## src/rtl/opf_pkg.sv

```systemverilog
package opf_pkg;
   typedef enum logic [2:0] {
      ST_IDLE, ST_FETCH, ST_IRLD, ST_DECODE, ST_INDRD, ST_INDMV, ST_OPRD, ST_DONE
   } opf_state_e;

   typedef enum logic [2:0] {
      MS_PC, MS_IR, MS_REG, MS_MBR, MS_PCREL, MS_REGREL
   } mar_src_e;

   typedef enum logic [1:0] {
      MB_MEM, MB_IMM, MB_REG
   } mbr_src_e;

   localparam int unsigned MD_IMM  = 0;
   localparam int unsigned MD_REG  = 1;
   localparam int unsigned MD_DIR  = 2;
   localparam int unsigned MD_RIND = 3;
   localparam int unsigned MD_MIND = 4;
   localparam int unsigned MD_REL  = 5;
   localparam int unsigned MD_BASE = 6;
   localparam int unsigned MD_IDX  = 7;
endpackage

```

## src/rtl/opf_datapath.sv

```systemverilog
module opf_datapath
   import opf_pkg::*;
#(
   parameter int unsigned DW         = 16,
   parameter int unsigned AW         = 8,
   parameter int unsigned MODE_W     = 4,
   parameter int unsigned RSEL_W     = 2,
   parameter bit          IMM_SIGNED = 1'b0
) (
   input  logic              clk,
   input  logic              rst_n,
   input  logic [DW-1:0]     mem_rdata,
   input  logic [DW-1:0]     reg_rdata,
   input  logic              mar_ld,
   input  mar_src_e          mar_sel,
   input  logic              mbr_ld,
   input  mbr_src_e          mbr_sel,
   input  logic              ir_ld,
   input  logic              pc_inc,
   output logic [AW-1:0]     pc_q,
   output logic [AW-1:0]     mar_q,
   output logic [DW-1:0]     mbr_q,
   output logic [MODE_W-1:0] ir_mode,
   output logic [RSEL_W-1:0] ir_rsel
);
   localparam int unsigned MODE_LSB = DW - MODE_W;
   localparam int unsigned RSEL_LSB = MODE_LSB - RSEL_W;

   logic [DW-1:0] ir_q;
   logic [AW-1:0] ir_addr;
   logic [AW-1:0] sum_base;
   logic [AW-1:0] addr_sum;
   logic [AW-1:0] mar_d;
   logic [DW-1:0] mbr_d;
   logic [DW-1:0] imm_ext;
   logic          unused_ir_bits;

   assign ir_mode        = ir_q[MODE_LSB +: MODE_W];
   assign ir_rsel        = ir_q[RSEL_LSB +: RSEL_W];
   assign ir_addr        = ir_q[AW-1:0];
   assign unused_ir_bits = ^ir_q;

   generate
      if (IMM_SIGNED) begin : g_imm_sx
         assign imm_ext = {{(DW-AW){ir_addr[AW-1]}}, ir_addr};
      end else begin : g_imm_zx
         assign imm_ext = {{(DW-AW){1'b0}}, ir_addr};
      end
   endgenerate

   assign sum_base = (mar_sel == MS_PCREL) ? pc_q : reg_rdata[AW-1:0];
   assign addr_sum = sum_base + ir_addr;

   always_comb begin
      case (mar_sel)
         MS_PC:     mar_d = pc_q;
         MS_IR:     mar_d = ir_addr;
         MS_REG:    mar_d = reg_rdata[AW-1:0];
         MS_MBR:    mar_d = mbr_q[AW-1:0];
         default:   mar_d = addr_sum;
      endcase
   end

   always_comb begin
      case (mbr_sel)
         MB_IMM:  mbr_d = imm_ext;
         MB_REG:  mbr_d = reg_rdata;
         default: mbr_d = mem_rdata;
      endcase
   end

   always_ff @(posedge clk) begin
      if (!rst_n) begin
         pc_q  <= '0;
         mar_q <= '0;
         mbr_q <= '0;
         ir_q  <= '0;
      end else begin
         if (pc_inc) pc_q  <= pc_q + 1'b1;
         if (mar_ld) mar_q <= mar_d;
         if (mbr_ld) mbr_q <= mbr_d;
         if (ir_ld)  ir_q  <= mbr_q;
      end
   end
endmodule

```

## src/rtl/opf_ctrl.sv

```systemverilog
module opf_ctrl
   import opf_pkg::*;
#(
   parameter int unsigned MODE_W = 4
) (
   input  logic              clk,
   input  logic              rst_n,
   input  logic              start,
   input  logic              mem_ready,
   input  logic [MODE_W-1:0] ir_mode,
   output logic              mem_rd,
   output logic              mar_ld,
   output mar_src_e          mar_sel,
   output logic              mbr_ld,
   output mbr_src_e          mbr_sel,
   output logic              ir_ld,
   output logic              pc_inc,
   output logic              alu_add,
   output logic              operand_valid,
   output logic              illegal_mode
);
   opf_state_e state_q, state_d;

   always_ff @(posedge clk) begin
      if (!rst_n) state_q <= ST_IDLE;
      else        state_q <= state_d;
   end

   always_comb begin
      state_d       = state_q;
      mem_rd        = 1'b0;
      mar_ld        = 1'b0;
      mar_sel       = MS_PC;
      mbr_ld        = 1'b0;
      mbr_sel       = MB_MEM;
      ir_ld         = 1'b0;
      pc_inc        = 1'b0;
      alu_add       = 1'b0;
      operand_valid = 1'b0;
      illegal_mode  = 1'b0;
      case (state_q)
         ST_IDLE: begin
            if (start) begin
               mar_ld  = 1'b1;
               state_d = ST_FETCH;
            end
         end
         ST_FETCH: begin
            mem_rd = 1'b1;
            if (mem_ready) begin
               mbr_ld  = 1'b1;
               pc_inc  = 1'b1;
               state_d = ST_IRLD;
            end
         end
         ST_IRLD: begin
            ir_ld   = 1'b1;
            state_d = ST_DECODE;
         end
         ST_DECODE: begin
            case (ir_mode)
               MODE_W'(MD_IMM): begin
                  mbr_ld = 1'b1; mbr_sel = MB_IMM; state_d = ST_DONE;
               end
               MODE_W'(MD_REG): begin
                  mbr_ld = 1'b1; mbr_sel = MB_REG; state_d = ST_DONE;
               end
               MODE_W'(MD_DIR): begin
                  mar_ld = 1'b1; mar_sel = MS_IR; state_d = ST_OPRD;
               end
               MODE_W'(MD_RIND): begin
                  mar_ld = 1'b1; mar_sel = MS_REG; state_d = ST_OPRD;
               end
               MODE_W'(MD_MIND): begin
                  mar_ld = 1'b1; mar_sel = MS_IR; state_d = ST_INDRD;
               end
               MODE_W'(MD_REL): begin
                  mar_ld = 1'b1; mar_sel = MS_PCREL; alu_add = 1'b1;
                  state_d = ST_OPRD;
               end
               MODE_W'(MD_BASE), MODE_W'(MD_IDX): begin
                  mar_ld = 1'b1; mar_sel = MS_REGREL; alu_add = 1'b1;
                  state_d = ST_OPRD;
               end
               default: begin
                  illegal_mode = 1'b1;
                  state_d      = ST_IDLE;
               end
            endcase
         end
         ST_INDRD: begin
            mem_rd = 1'b1;
            if (mem_ready) begin
               mbr_ld  = 1'b1;
               state_d = ST_INDMV;
            end
         end
         ST_INDMV: begin
            mar_ld  = 1'b1;
            mar_sel = MS_MBR;
            state_d = ST_OPRD;
         end
         ST_OPRD: begin
            mem_rd = 1'b1;
            if (mem_ready) begin
               mbr_ld  = 1'b1;
               state_d = ST_DONE;
            end
         end
         ST_DONE: begin
            operand_valid = 1'b1;
            state_d       = ST_IDLE;
         end
         default: state_d = ST_IDLE;
      endcase
   end
endmodule

```

## src/rtl/opfetch_seq.sv

```systemverilog
module opfetch_seq
   import opf_pkg::*;
#(
   parameter int unsigned DW         = 16,
   parameter int unsigned AW         = 8,
   parameter int unsigned MODE_W     = 4,
   parameter int unsigned RSEL_W     = 2,
   parameter bit          IMM_SIGNED = 1'b0
) (
   input  logic              clk,
   input  logic              rst_n,
   input  logic              start,
   input  logic [DW-1:0]     mem_rdata,
   input  logic              mem_ready,
   input  logic [DW-1:0]     reg_rdata,
   output logic [AW-1:0]     mem_addr,
   output logic              mem_rd,
   output logic [RSEL_W-1:0] reg_sel,
   output logic [2:0]        mar_sel,
   output logic              mar_ld,
   output logic              mbr_ld,
   output logic              ir_ld,
   output logic              pc_inc,
   output logic              alu_add,
   output logic [AW-1:0]     pc,
   output logic              operand_valid,
   output logic [DW-1:0]     operand,
   output logic              illegal_mode
);
   generate
      if (MODE_W < 3) begin : g_bad_mode_w
         $error("MODE_W must hold the eight mode codes");
      end
      if (AW + MODE_W + RSEL_W > DW) begin : g_bad_fields
         $error("instruction fields do not fit in DW");
      end
      if (RSEL_W < 1) begin : g_bad_rsel
         $error("RSEL_W must be at least 1");
      end
   endgenerate

   mar_src_e          mar_sel_w;
   mbr_src_e          mbr_sel_w;
   logic [MODE_W-1:0] ir_mode_w;

   opf_ctrl #(.MODE_W(MODE_W)) u_ctrl (
      .clk           (clk),
      .rst_n         (rst_n),
      .start         (start),
      .mem_ready     (mem_ready),
      .ir_mode       (ir_mode_w),
      .mem_rd        (mem_rd),
      .mar_ld        (mar_ld),
      .mar_sel       (mar_sel_w),
      .mbr_ld        (mbr_ld),
      .mbr_sel       (mbr_sel_w),
      .ir_ld         (ir_ld),
      .pc_inc        (pc_inc),
      .alu_add       (alu_add),
      .operand_valid (operand_valid),
      .illegal_mode  (illegal_mode)
   );

   opf_datapath #(
      .DW(DW), .AW(AW), .MODE_W(MODE_W), .RSEL_W(RSEL_W), .IMM_SIGNED(IMM_SIGNED)
   ) u_dp (
      .clk       (clk),
      .rst_n     (rst_n),
      .mem_rdata (mem_rdata),
      .reg_rdata (reg_rdata),
      .mar_ld    (mar_ld),
      .mar_sel   (mar_sel_w),
      .mbr_ld    (mbr_ld),
      .mbr_sel   (mbr_sel_w),
      .ir_ld     (ir_ld),
      .pc_inc    (pc_inc),
      .pc_q      (pc),
      .mar_q     (mem_addr),
      .mbr_q     (operand),
      .ir_mode   (ir_mode_w),
      .ir_rsel   (reg_sel)
   );

   assign mar_sel = mar_sel_w;
endmodule

```

## config.mk

```make
export PLATFORM = sky130hd
export DESIGN_NAME = opfetch_seq
export DESIGN_NICKNAME = d
export VERILOG_FILES = /design/src/rtl/opf_pkg.sv /design/src/rtl/opf_datapath.sv /design/src/rtl/opf_ctrl.sv /design/src/rtl/opfetch_seq.sv
export SDC_FILE = /design/constraint.sdc
export NUM_CORES = 1
export LEC_CHECK = 0
export BUFFER_PORTS_ARGS = -buffer_cell sky130_fd_sc_hd__clkbuf_2
export CORE_AREA = 2 2 97 99
export CTS_CLUSTER_DIAMETER = 120
export DETAILED_ROUTE_END_ITERATION = 8
export DIE_AREA = 0 0 99 101
export SLEW_MARGIN = 20
export SYNTH_ARGS = -nofsm -noshare
export SYNTH_HDL_FRONTEND = slang
export SYNTH_SLANG_ARGS = --single-unit
```

## constraint.sdc

```tcl
create_clock -name clk -period 7.55 [get_ports clk]
set_input_delay 0 -clock clk [delete_from_list [all_inputs] [get_ports clk]]
set_output_delay 0 -clock clk [all_outputs]
set_load 0.005 [all_outputs]
```

Yosys cells after proc, flatten, opt, wreduce, memory -nomap -nowiden
Index checks and enable logic that the tools add are counted.
{"block": "word_totals", "register_bits": 51, "in_bits": 36, "out_inout_bits": 45, "wordCells": 70}
{"block": "classes", "n_addsub": 2, "n_eq_ne": 24, "muxes": 27, "n_reduce_logical": 12}
{"cell": "$pmux 16 s2", "count": 1}
{"cell": "$pmux 8 s4", "count": 1}
{"cell": "$pmux 3 s8", "count": 1}
{"cell": "$eq 4x3->1 const B", "count": 4}
{"cell": "$eq 3x3->1 const B", "count": 5}
{"cell": "$eq 3x2->1 const B", "count": 4}
{"cell": "$mux 1", "count": 12}
{"cell": "$mux 3", "count": 4}
{"cell": "$pmux 3 s4", "count": 1}
{"cell": "$pmux 3 s3", "count": 1}
{"cell": "$add 8x1->8 const B", "count": 1}
{"cell": "$add 8x8->8", "count": 1}
{"cell": "$eq 4x2->1 const B", "count": 2}
{"cell": "$mux 8", "count": 1}
{"cell": "$ne 2x2->1 const B", "count": 4}
{"cell": "$reduce_or 8->1", "count": 1}
{"cell": "$eq 3x1->1 const B", "count": 2}
{"cell": "$logic_not 3->1", "count": 2}
{"cell": "$pmux 3 s2", "count": 1}
{"cell": "$reduce_or 2->1", "count": 3}
{"cell": "$reduce_or 3->1", "count": 2}
{"cell": "$reduce_or 6->1", "count": 1}
{"cell": "$reduce_or 5->1", "count": 1}
{"cell": "$eq 4x1->1 const B", "count": 1}
{"cell": "other kinds (8)", "count": 8}

Longest topological paths before layout
{"block": "depth", "word_depth": 8, "mapped_depth": 12, "depth_no_buf": 11}

Hierarchy
Synthesis repeated with hierarchy kept, for this count alone.
{"block": "hier_totals", "cells_unflattened": 324, "hier_area_um2": 2945.3}
{"module": "opf_datapath", "n_inst": 1, "cells_per_inst": 278, "area_each_um2": 2588.7, "seq_area_each_um2": 920.9}
{"module": "opf_ctrl", "n_inst": 1, "cells_per_inst": 46, "area_each_um2": 356.6, "seq_area_each_um2": 60.1}

Worst setup path after synthesis
Ideal clock, no wire load.
{"block": "synth_path", "path_type": "register to register", "from": "register u_ctrl.state_q[2]", "to": "register u_dp.mar_q[6]", "setup_time_ns": 0.127, "arrival_time_ns": 2.616, "required_ns": 7.423, "slack_ns": 4.807, "stages_incl_launch_ff": 13, "n_path_buf": 1, "synth_period_minus_slack_ns": 2.743, "cell_sequence": "dfxtp_1 -> and4bb_4 -> and2_4 -> buf_6 -> mux2_2 -> ha_1 -> fa_1 -> a211oi_1 -> o21bai_1 -> a21oi_1 -> xnor2_1 -> o2111ai_1 -> o21ai_0"}
{"block": "synth_via", "elab_chain_cells": 6, "word_cells_on_any_way": 13, "cone_classes": "add/sub (1); eq/ne (6); mux (4); reduce/logical (2)"}
{"element": "from (decl)", "line_no": "opf_ctrl.sv:22", "rtl": "opf_state_e state_q, state_d;"}
{"element": "from (signal assigned)", "line_no": "opf_ctrl.sv:26", "rtl": "else state_q <= state_d;"}
{"element": "$eq 3x3->1 or $eq 3x2->1 (tied branches)", "line_no": "opf_ctrl.sv:41", "rtl": "case (state_q)"}
{"element": "$pmux 3 s2", "line_no": "opf_ctrl.sv:41"}
{"element": "$eq 3x3->1", "line_no": "opf_datapath.sv:51", "rtl": "assign sum_base = (mar_sel == MS_PCREL) ? pc_q : reg_rdata[AW-1:0];"}
{"element": "$mux 8", "line_no": "opf_datapath.sv:51"}
{"element": "$add 8x8->8", "line_no": "opf_datapath.sv:52", "rtl": "assign addr_sum = sum_base + ir_addr;"}
{"element": "$pmux 8 s4", "line_no": "opf_datapath.sv:55", "rtl": "case (mar_sel)"}
{"element": "to (signal assigned)", "line_no": "opf_datapath.sv:80", "rtl": "if (mar_ld) mar_q <= mar_d;"}
{"element": "to (decl)", "line_no": "opf_datapath.sv:21", "rtl": "output logic [AW-1:0] mar_q,"}
Parallel ways exist; a longest one is shown, timed or not.
A chain may end at the register's enable or synchronous reset.

Final worst setup path
Ends and elaborated chain as after synthesis.

==> out/results.ini <==
[detailed_routing]
viasPerCell=5.364
drt_iter0_markers=115
wl_um=8312
wl_per_cell_um=15.28
route.detailed.drc=0
met2WireLength_um=3617
wl_met3_um=600
vias=2918
dr.pass1.iters=4
ant_nets=0
top_layer_used=met4
wl_met1_um=4045

[worst_setup_path]
cp.arrival_ns=3.36
reg2reg_depth=11
reg2reg_from=u_ctrl.state_q[2]
cp_max_fo=16
end_kind=flip-flop
regToRegSetupSlack_ns=4.38
timing_worst_setup_path_type=flip-flop to flip-flop
cp.required_ns=7.74
r2r-end=u_dp.mar_q[6]
cp-start-kind=flip-flop

[job]
maxCapViolCount=0

[cts]
cts_buffer_depth=2
cts.sinks=49
post_cts_buffers=0
cts_resized=0
clk_latency_ns=0.30
tritoncts=done
numCtsBuffers=5
cts_root_buffer=clkbuf_8
htreeDepth=2
clk_pin_slew_worst_paths_ns=0.10

[min_path]
min_path_type=primary input to flip-flop
hold_start=mem_ready
hold_path_depth=3
holdPathEnd=u_ctrl.state_q[0]

[pwr]
power_mw=0.5595
swShare_pct=28.35
p_seq_share_pct=51.4
pwr-share-clk_pct=31.8
power_density_nw_per_um2=157.2
p_int_mw=0.4009
switching_power_mw=0.1586
power_leakage_nw=1.603
peakVddDrop_mv=0.08501
combPwrFrac_pct=16.8

[global_route]
grt_pass1_wl_um=13680
grt_max_degree=52
antenna_found_initial=0
grt_pass1_vias=2696
overflow=0
gr-usage-all-layers_pct=16.68

[sta]
slew_headroom_pct=32.44
skew_ns=0.005436
rsz0062_at_grt=false
worstMarginPinSlew_ns=1.011
finalHoldViolCount=0
fmax_mhz=315.3
finalSetupViolCount=0
period_share_pct=42.00
slew_viol_final=0
finalSetupTns_ns=0
final.min_clock_period_ns=3.171

[placed_design]
port_buffers=80
dp_hpwl_um=6286
dpl-instance-area_um2=3443
dp.cells=535
gp_congestion=0.8846

[synthesis]
ys_seq_area_share_pct=32.37
syn_area_um2=3030
synth.ff_latch_count=49
ys.flop_type=dfxtp_1
syn_avg_cell_area_um2=8.146
synth.most_common_cell=nand2_1
synth_edf_count=0
synth_async_sr_flop_share_pct=0
netlist.area_leader.share_pct=32.37
synth.area.top_cells=dfxtp_1, nand2_1, ha_1
synth.net_count=421
synthTopCellsByCount=nand2_1, dfxtp_1, o21ai_0
synth_top_area_cell=dfxtp_1
synth_cell_types=57
yosysWarnings=0
synthCells=372

[floorplanning]
core-area_um2=8977
start_util_pct=33.76
die-area_um2=9999
io_pins=81
rows=35
die_w_um=99
die_h_um=101

[cells_and_area]
finalNonFillerCells=544
drive_gt1_share_pct=23.09
fin_area_um2=3558
fin_nets=481
area_growth_pct=17.42
n_antenna_cell=0

[status]
status=completed

==> worst max-delay path by stage <==
stage,cells after the start,to,from
finish,11,u_dp.mar_q[6],u_ctrl.state_q[2]
global placement,11,u_dp.mar_q[6],u_ctrl.state_q[2]
CTS,11,u_dp.mar_q[6],u_ctrl.state_q[2]
detailed placement,11,u_dp.mar_q[6],u_ctrl.state_q[2]
global route,11,u_dp.mar_q[6],u_ctrl.state_q[0]
floorplan,12,u_dp.mar_q[6],u_ctrl.state_q[2]
==> logic make-up (layout without fill, tap and decap cells) <==
kind of cell / count (synthesis) / after routing / share of synthesized area [%]
buf+inv: 36 / 97 / 5.161
fa+ha+maj: 13 / 13 / 5.615
simple gates: 139 / 139 / 22.21
xor+xnor: 12 / 12 / 3.468
mux: 17 / 17 / 5.904
compound gates: 106 / 106 / 25.27
flops: 49 / 49 / 32.37
==> power by group through the flow <==
stage	combinational, mW	clock (mW)	sequential (mW)
2_1_floorplan	0.0602	0	0.288
3_3_place_gp	0.0926	0	0.293
3_5_place_dp	0.0940	0	0.293
4_1_cts	0.0949	0.182	0.287
5_1_grt	0.107	0.191	0.290
6_report	0.0941	0.178	0.288
==> cell type report <==
cell class / count / area, um2
fill: 955 / 5419
multi-input combinational: 287 / 1893
sequential: 49 / 980.9
timing repair buffer: 81 / 410.4
tap: 111 / 138.9
clock buffer: 7 / 96.34
inverter: 8 / 30.03
clock inverter: 1 / 8.758
==> timing repair <==
item | in CTS | in global routing
setup endpoints to repair | 0 | 0
hold endpoints to repair | 1 | 0
hold buffers | 1 | 0
==> registers in the layout, summed over array words and instances (netlist names) <==
name and cells:
u_ctrl.state_q 3, u_dp.pc_q 8, u_dp.mar_q 8, u_dp.mbr_q 16, u_dp.ir_q 14
==> layer usage <==
| metal | global-route usage, % | vias up |
|---|---|---|
| met4 | 2.740 | 0 |
| met5 | 0 | - |
| met3 | 3.329 | 6 |
| li1 | - | 1451 |
| met1 | 24.07 | 1367 |
| met2 | 26.20 | 94 |
==> placed cells by master (no fill, tap or decap), types with 7 or more instances in the layout <==
cell type and instances:
ha_1 12, o211ai_1 9, nor2_1 7, nand2_1 83, mux2_2 7, clkbuf_2 80
o211a_1 9, and2_1 8, inv_1 8, mux2i_1 10, a22oi_1 12, nor2b_1 14
clkbuf_8 7, a21boi_0 15, o21ai_0 26, dfxtp_1 49
==> critical path, stage by stage, from the launching register on <==
cell and delay [ns]:
dfxtp_1 0.45, and4bb_4 0.49, and2_4 0.24, mux2_2 0.34, ha_1 0.21, fa_1 0.43
a211oi_1 0.27, o21bai_1 0.11, a21oi_1 0.18, xnor2_1 0.08, o2111ai_1 0.16, o21ai_0 0.10
==> through the flow <==
step | worst slack, ns | hold WS (ns) | util, %
5_1_grt | 4.138 | 0.06271 | 39.64
3_3_place_gp | 4.485 | 0.3035 | 38.36
2_1_floorplan | 4.807 | 0.1526 | -
3_5_place_dp | 4.430 | 0.3056 | 38.36
6_report | 4.379 | 0.04089 | 39.64
4_1_cts | 4.404 | 0.04532 | 39.64
Note: power is estimated with default switching activity, not from simulation.
